**src/rtl/opsel_pkg.sv**
```systemverilog
package opsel_pkg;
    // source counts per selectable register
    localparam int LHS_N = 3;
    localparam int RHS_N = 5;
    localparam int SD1_N = 3;
    localparam int RES1_N = 3;
    localparam int SD3_N = 2;
    localparam int EXT_N = 2;

    // select bit positions (decoded by the control logic that drives them)
    localparam int LHS_RF = 0, LHS_RES = 1, LHS_BUS = 2;
    localparam int RHS_RF = 0, RHS_RES = 1, RHS_BUS = 2, RHS_IMM = 3, RHS_FLD = 4;
    localparam int RES_ALU = 0, RES_FU = 1, RES_LHS = 2;
    localparam int SD3_PREV = 0, SD3_BUS = 1;
    localparam int EXT_SD3 = 0, EXT_RES = 1;
endpackage

```
**src/rtl/opsel_onehot_pick.sv**
```systemverilog
module opsel_onehot_pick #(
    parameter int W = 32,
    parameter int N = 2
) (
    input  logic [N-1:0]        sel,
    input  logic [N-1:0][W-1:0] din,
    output logic [W-1:0]        dout,
    output logic                hit,
    output logic                multi
);
    logic [W-1:0] acc;
    logic         seen;

    always_comb begin
        acc   = '0;
        seen  = 1'b0;
        multi = 1'b0;
        for (int i = 0; i < N; i++) begin
            if (sel[i]) begin
                acc = acc | din[i];
                if (seen) multi = 1'b1;
                seen = 1'b1;
            end
        end
        hit  = seen && !multi;
        dout = multi ? '0 : acc;
    end
endmodule

```
**src/rtl/opsel_bus_arb.sv**
```systemverilog
module opsel_bus_arb #(
    parameter int W = 32
) (
    input  logic         en,
    input  logic         drv_int,
    input  logic         drv_ext,
    input  logic [W-1:0] d_int,
    input  logic [W-1:0] d_ext,
    output logic         load,
    output logic [W-1:0] dout,
    output logic         clash
);
    always_comb begin
        load  = en && (drv_int ^ drv_ext);
        clash = en && drv_int && drv_ext;
        dout  = drv_int ? d_int : d_ext;
    end
endmodule

```
**src/rtl/opsel_net.sv**
```systemverilog
module opsel_net
    import opsel_pkg::*;
#(
    parameter int W = 32
) (
    input  logic              clk,
    input  logic              rst,
    input  logic              ph_a,
    input  logic              ph_b,
    input  logic [W-1:0]      rf_a,
    input  logic [W-1:0]      rf_b,
    input  logic [W-1:0]      iu_in,
    input  logic [W-1:0]      alu_res,
    input  logic [W-1:0]      fu_res,
    input  logic [W-1:0]      ext_in,
    input  logic [LHS_N-1:0]  sel_lhs,
    input  logic [RHS_N-1:0]  sel_rhs,
    input  logic [SD1_N-1:0]  sel_sd1,
    input  logic [RES1_N-1:0] sel_res1,
    input  logic [SD3_N-1:0]  sel_sd3,
    input  logic [EXT_N-1:0]  sel_ext,
    input  logic              ld_imm,
    input  logic              ld_fld,
    input  logic              ld_sd2,
    input  logic              ld_res2,
    input  logic              drv_res3,
    input  logic              drv_ext,
    output logic [W-1:0]      lhs_o,
    output logic [W-1:0]      rhs_o,
    output logic [W-1:0]      rbus_o,
    output logic [W-1:0]      ext_out,
    output logic              err_o
);
    typedef struct packed {
        logic [W-1:0] imm;
        logic [W-1:0] rhs;
        logic [W-1:0] fld;
        logic [W-1:0] lhs;
        logic [W-1:0] sd1;
        logic [W-1:0] res1;
        logic [W-1:0] sd2;
        logic [W-1:0] sd3;
        logic [W-1:0] res2;
        logic [W-1:0] rbus;
        logic         err;
    } net_state_t;

    net_state_t st_q, st_d;

    // source vectors, indexed by select bit
    logic [LHS_N-1:0][W-1:0]  lhs_src;
    logic [RHS_N-1:0][W-1:0]  rhs_src;
    logic [SD1_N-1:0][W-1:0]  sd1_src;
    logic [RES1_N-1:0][W-1:0] res1_src;
    logic [SD3_N-1:0][W-1:0]  sd3_src;
    logic [EXT_N-1:0][W-1:0]  ext_src;

    always_comb begin
        lhs_src[LHS_RF]   = rf_a;
        lhs_src[LHS_RES]  = st_q.res1;
        lhs_src[LHS_BUS]  = st_q.rbus;
        rhs_src[RHS_RF]   = rf_b;
        rhs_src[RHS_RES]  = st_q.res1;
        rhs_src[RHS_BUS]  = st_q.rbus;
        rhs_src[RHS_IMM]  = st_q.imm;
        rhs_src[RHS_FLD]  = st_q.fld;
        sd1_src[LHS_RF]   = rf_b;
        sd1_src[LHS_RES]  = st_q.res1;
        sd1_src[LHS_BUS]  = st_q.rbus;
        res1_src[RES_ALU] = alu_res;
        res1_src[RES_FU]  = fu_res;
        res1_src[RES_LHS] = st_q.lhs;
        sd3_src[SD3_PREV] = st_q.sd2;
        sd3_src[SD3_BUS]  = st_q.rbus;
        ext_src[EXT_SD3]  = st_q.sd3;
        ext_src[EXT_RES]  = st_q.res1;
    end

    logic [W-1:0] lhs_v, rhs_v, sd1_v, res1_v, sd3_v, ext_v, bus_v;
    logic lhs_hit, rhs_hit, sd1_hit, res1_hit, sd3_hit, ext_hit;
    logic lhs_multi, rhs_multi, sd1_multi, res1_multi, sd3_multi, ext_multi;
    logic bus_load, bus_clash;

    opsel_onehot_pick #(.W(W), .N(LHS_N)) u_pick_lhs (
        .sel(sel_lhs), .din(lhs_src), .dout(lhs_v), .hit(lhs_hit), .multi(lhs_multi));
    opsel_onehot_pick #(.W(W), .N(RHS_N)) u_pick_rhs (
        .sel(sel_rhs), .din(rhs_src), .dout(rhs_v), .hit(rhs_hit), .multi(rhs_multi));
    opsel_onehot_pick #(.W(W), .N(SD1_N)) u_pick_sd1 (
        .sel(sel_sd1), .din(sd1_src), .dout(sd1_v), .hit(sd1_hit), .multi(sd1_multi));
    opsel_onehot_pick #(.W(W), .N(RES1_N)) u_pick_res1 (
        .sel(sel_res1), .din(res1_src), .dout(res1_v), .hit(res1_hit), .multi(res1_multi));
    opsel_onehot_pick #(.W(W), .N(SD3_N)) u_pick_sd3 (
        .sel(sel_sd3), .din(sd3_src), .dout(sd3_v), .hit(sd3_hit), .multi(sd3_multi));
    opsel_onehot_pick #(.W(W), .N(EXT_N)) u_pick_ext (
        .sel(sel_ext), .din(ext_src), .dout(ext_v), .hit(ext_hit), .multi(ext_multi));

    opsel_bus_arb #(.W(W)) u_bus_arb (
        .en(ph_b), .drv_int(drv_res3), .drv_ext(drv_ext),
        .d_int(st_q.res2), .d_ext(ext_in),
        .load(bus_load), .dout(bus_v), .clash(bus_clash));

    logic err_a, err_b;

    always_comb begin
        st_d  = st_q;
        err_a = ph_a && (lhs_multi || rhs_multi || sd1_multi || sd3_multi);
        err_b = ph_b && res1_multi;

        // phase A captures
        if (ph_a) begin
            if (lhs_hit) st_d.lhs = lhs_v;
            if (rhs_hit) st_d.rhs = rhs_v;
            if (sd1_hit) st_d.sd1 = sd1_v;
            if (sd3_hit) st_d.sd3 = sd3_v;
            if (ld_fld)  st_d.fld = st_q.rbus;
            if (ld_res2) st_d.res2 = st_q.res1;
        end

        // phase B captures
        if (ph_b) begin
            if (ld_imm)   st_d.imm = iu_in;
            if (res1_hit) st_d.res1 = res1_v;
            if (ld_sd2)   st_d.sd2 = st_q.sd1;
        end
        if (bus_load) st_d.rbus = bus_v;

        if (err_a || err_b || bus_clash || ext_multi) st_d.err = 1'b1;
    end

    always_ff @(posedge clk) begin
        if (rst) st_q <= '0;
        else     st_q <= st_d;
    end

    assign lhs_o   = st_q.lhs;
    assign rhs_o   = st_q.rhs;
    assign rbus_o  = st_q.rbus;
    assign ext_out = ext_hit ? ext_v : '0;
    assign err_o   = st_q.err;
endmodule

```
**config.mk**
```make
export PLATFORM = sky130hd
export DESIGN_NAME = opsel_net
export DESIGN_NICKNAME = d
export VERILOG_FILES = /design/src/rtl/opsel_pkg.sv /design/src/rtl/opsel_onehot_pick.sv /design/src/rtl/opsel_bus_arb.sv /design/src/rtl/opsel_net.sv
export SDC_FILE = /design/constraint.sdc
export NUM_CORES = 1
export LEC_CHECK = 0
export BUFFER_PORTS_ARGS = -buffer_cell sky130_fd_sc_hd__buf_4
export CAP_MARGIN = 25
export CORE_MARGIN = 1.5
export CORE_UTILIZATION = 25
export CTS_CLUSTER_SIZE = 40
export DETAILED_ROUTE_END_ITERATION = 8
export MAX_ROUTING_LAYER = met4
export PLACE_DENSITY = 0.54
export SLEW_MARGIN = 15
export SYNTH_ARGS = -nofsm -noshare
export SYNTH_HDL_FRONTEND = slang
export SYNTH_SLANG_ARGS = --single-unit
```
**constraint.sdc**
```tcl
create_clock -name clk -period 2.5 [get_ports clk]
set_input_delay 0.5 -clock clk [delete_from_list [all_inputs] [get_ports clk]]
set_output_delay 0.5 -clock clk [all_outputs]
set_load 0.03 [all_outputs]
```
==> impl_metrics.csv <==
group,metric,value,unit
sta,skew,0.01674,ns
clocking,cts_buffer_count,39,
die,placeableCoreArea,59020,sq um
detailed_routing,vias_per_cell,5.390,
clocking,clock-root-buffer,"sky130_fd_sc_hd__clkbuf_16",
power,p_clk_share,42.7,%
power,vdd_ir_drop_max,0.4155,mV
worst_setup_path,timing.critical_path.required,2.00,ns
power,swShare,28.95,%
worst_setup_path,worst-r2r-cell-count,5,
sta,rsz0062_at_grt,"no",
yosys,synth-seq-cells,321,
worst_setup_path,critical_path.max_fanout,6,
yosys,synth.area.top_cells,"sky130_fd_sc_hd__dfxtp_1 43%, sky130_fd_sc_hd__a222oi_1 8.6%, sky130_fd_sc_hd__nand2_1 7.4%",
run_status,run_status,"completed",
yosys,count_of_distinct_cell_types_in_the_synthesized_netlist,34,
placement,hpwlAfterDp,48360,microns
placement,gpl.final_weighted_congestion,0.8720,
worst_setup_path,critical_path.endpoint_type,"primary output",
hold_path,cell_count_of_the_worst_hold_path,3,
flow_run,cap_violations,0,
grt,grt_pass1_vias,14334,
yosys,synth_seq_area_share,42.97,%
yosys,synth_adder_area_share,0.3765,%
power,internal_power,9.917,mW
placement,portBuffers,348,
sta,final-setup-viol-count,0,
yosys,synth_largest_area_cell,"sky130_fd_sc_hd__dfxtp_1",
sta,slew_headroom,59.55,%
yosys,synth_cells,1772,
die,floorplan.io_pins,349,
die,design.die.area,61300,sq um
clocking,post-cts-setup-buffers,0,
die,die_ht,247.6,microns
power,switching_power,4.041,mW
sta,finalSetupTns,0,ns
detailed_routing,post-route-drc-count,0,
yosys,post_synth_xor_area_fraction,0.2928,%
clocking,cts_resized,0,
die,rows,89,
detailed_routing,drt_iter0_drc,1792,
yosys,synth_top_family_by_area,"compound AO/OA/AOI/OAI gates",
clocking,cts.reportedPaths.clkPinSlew,0.06,ns
sta,whs,0.1889,ns
clocking,cts_htree_levels,2,
grt,antenna_violations_before_repair,0,
yosys,synth_area_per_cell,8.440,sq um
worst_setup_path,worst_ep_arrival_time,1.73,ns
power,power.density_cell_area,739.1,nW/um^2
hold_path,worst_hold_path_type,"input port to register",
detailed_routing,vias,14780,
power,total_leakage_power,7.153,nW
detailed_routing,maxUsedRoutingLayer,"met4",
sta,slew_viol_final,0,
yosys,ys_warn_count,0,
clocking,cts_hold_fix_bufs,0,
finish,post_route_cells_drive_above_1_share,24.89,%
power,seq_power_share,41.1,%
grt,largest_net_degree_at_the_start_of_global_routing,106,
grt,grt-ovfl-total,0,
detailed_routing,met3WireLength,4076,microns
worst_setup_path,timing.setup.critical_path_class,"register to primary output",
die,initial_core_util,25.34,%
yosys,synth_top_cell_area_share,42.97,%
die,horizontal_extent_of_the_die,247.6,microns
sta,timing.final.hold_violations,0,
clocking,cts_tree,"built",
detailed_routing,detail_route.wirelength.met1,26970,microns
grt,all_layer_global_routing_usage,21.94,%
yosys,compound_gate_fraction_of_synth_area,29.70,%
detailed_routing,finalWirelength,66820,microns
finish,area.growth.synth_to_final,26.29,%
sta,clock.fmax,447.7,MHz
yosys,synthesis.area,14960,sq um
yosys,yosys-mux-area-fraction,2.142,%
sta,worst_slew_pin_slew,0.6059,ns
detailed_routing,antenna_violation_net_count_after_detailed_routing,0,
finish,layout.nets,2166,
clocking,clock-sinks,321,
power,power_frac_comb,16.2,%
yosys,synth_nets,1994,
grt,global_route_wire_length_before_repair,96890,microns
sta,layout_worst_path_cycle_share,89.36,%
detailed_routing,post_drt_wl_per_cell,24.37,microns
detailed_routing,detail_route.first_pass.iterations,7,
worst_setup_path,critical_path.startpoint_type,"register",
clocking,cts_max_path_buffers,3,
yosys,synth_simple_gate_area_share,13.99,%
sta,period_needed,2.234,ns
clocking,worstSkewPairLatency,0.56,ns
finish,antenna_cells_inserted,0,
detailed_routing,total_met2_wirelength_after_detailed_routing,33460,microns
## layout by cell type (no fill, tap or decap), types with 41 or more instances in the layout
cell / synthesis / layout
sky130_fd_sc_hd__a211oi_1: 129 / 129
sky130_fd_sc_hd__buf_4: 106 / 408
sky130_fd_sc_hd__nand2_1: 295 / 295
sky130_fd_sc_hd__a22oi_1: 96 / 96
sky130_fd_sc_hd__nor2_1: 194 / 193
sky130_fd_sc_hd__dfxtp_1: 321 / 321
sky130_fd_sc_hd__clkbuf_16: 0 / 41
sky130_fd_sc_hd__a21oi_1: 161 / 161
sky130_fd_sc_hd__a222oi_1: 128 / 128
## worst max-delay path, stage by stage (launching register included)
cell and delay, ns:
sky130_fd_sc_hd__dfxtp_1 0.66, sky130_fd_sc_hd__a22oi_1 0.20, sky130_fd_sc_hd__nor2_1 0.14, sky130_fd_sc_hd__buf_4 0.17
## synth_stat cells
cell and count:
sky130_fd_sc_hd__a211o_4 1, sky130_fd_sc_hd__nand2b_1 3, sky130_fd_sc_hd__ha_1 2, sky130_fd_sc_hd__nand3_1 27, sky130_fd_sc_hd__a2111o_1 1, sky130_fd_sc_hd__a222oi_1 128
sky130_fd_sc_hd__o211ai_1 32, sky130_fd_sc_hd__maj3_1 2, sky130_fd_sc_hd__a21oi_4 1, sky130_fd_sc_hd__inv_1 1, sky130_fd_sc_hd__a21oi_1 161, sky130_fd_sc_hd__a22oi_1 96
sky130_fd_sc_hd__buf_4 106, sky130_fd_sc_hd__nand2_1 295, sky130_fd_sc_hd__o21ai_1 2, sky130_fd_sc_hd__nand3_2 6, sky130_fd_sc_hd__buf_1 11, sky130_fd_sc_hd__nor2_1 194
sky130_fd_sc_hd__o21ai_0 2, sky130_fd_sc_hd__buf_2 41, sky130_fd_sc_hd__xor2_1 5, sky130_fd_sc_hd__or3_4 1, sky130_fd_sc_hd__o31a_1 1, sky130_fd_sc_hd__and2_1 5
sky130_fd_sc_hd__o41ai_2 1, sky130_fd_sc_hd__o211a_1 4, sky130_fd_sc_hd__o2111ai_2 1, sky130_fd_sc_hd__maj3_2 1, sky130_fd_sc_hd__clkbuf_1 120, sky130_fd_sc_hd__a211oi_1 129
sky130_fd_sc_hd__a22o_1 32, sky130_fd_sc_hd__dfxtp_1 321, sky130_fd_sc_hd__buf_6 7, sky130_fd_sc_hd__mux2i_1 32
## per-layer routing
layer	global-route usage [%]	up-vias
li1	-	6813
met1	26.46	7219
met2	37.19	636
met3	2.855	112
met4	8.164	0
met5	-	-
## metrics by stage
| step | area [sq um] | setup WS, ns | utilization [%] | total power, mW | instances |
|---|---|---|---|---|---|
| after floorplan | 14960 | 0.4861 | - | 7.102 | 1772 |
| after global placement | 17570 | 0.3828 | 29.78 | 8.098 | 2676 |
| after detailed placement | 17570 | 0.3839 | 29.78 | 8.130 | 2676 |
| after CTS | 18890 | 0.2520 | 32.00 | 14.12 | 2742 |
| after global routing | 18890 | 0.1904 | 32.00 | 14.51 | 2742 |
| final | 18890 | 0.2661 | 32.00 | 13.96 | 2742 |
## registers in the layout (all words and copies together) (netlist names)
signal and flops:
lhs_o 32, st_q 64, rbus_o 32, sd3_src 32
ext_src 64, rhs_src 64, err_o 1, rhs_o 32
## cell families after synthesis
group                    Yosys count
AO/OA/AOI/OAI                    592
XOR/XNOR                           5
adder cells (fa/ha/maj)            5
buffers and inverters            286
flip-flops                       321
multiplexers                      32
AND/OR/NAND/NOR                  531
## final timing paths
| kind | slack, ns | from | end |
|---|---|---|---|
| setup reg to reg | 1.13 | ext_src[51]$_SDFFE_PP0P_ | rhs_o[19]$_SDFFE_PP0P_ |
| hold / removal | 0.19 | iu_in[20] | rhs_src[116]$_SDFFE_PP0P_ |
| hold reg to reg | 0.45 | st_q[54]$_SDFFE_PP0P_ | st_q[54]$_SDFFE_PP0P_ |
| setup / recovery | 0.27 | ext_src[56]$_SDFFE_PP0P_ | ext_out[24] |
## power by group through the flow
stage               clock (mW)  sequential [mW]  combinational [mW]
CTS                       6.09             5.75                2.27
floorplan                    0             5.67                1.43
detailed placement           0             5.86                2.27
global route              6.30             5.77                2.45
global placement             0             5.86                2.24
finish                    5.95             5.74                2.26
## layout make-up
cell class	count	area [sq um]
Fill cell	6180	40130
Multi-Input combinational cell	1165	6958
Sequential cell	321	6426
Timing Repair Buffer	416	3218
Clock buffer	55	1129
Tap cell	773	967.2
Clock inverter	11	185.2
Inverter	1	3.754
No activity file was read; power rests on OpenSTA's default activity.
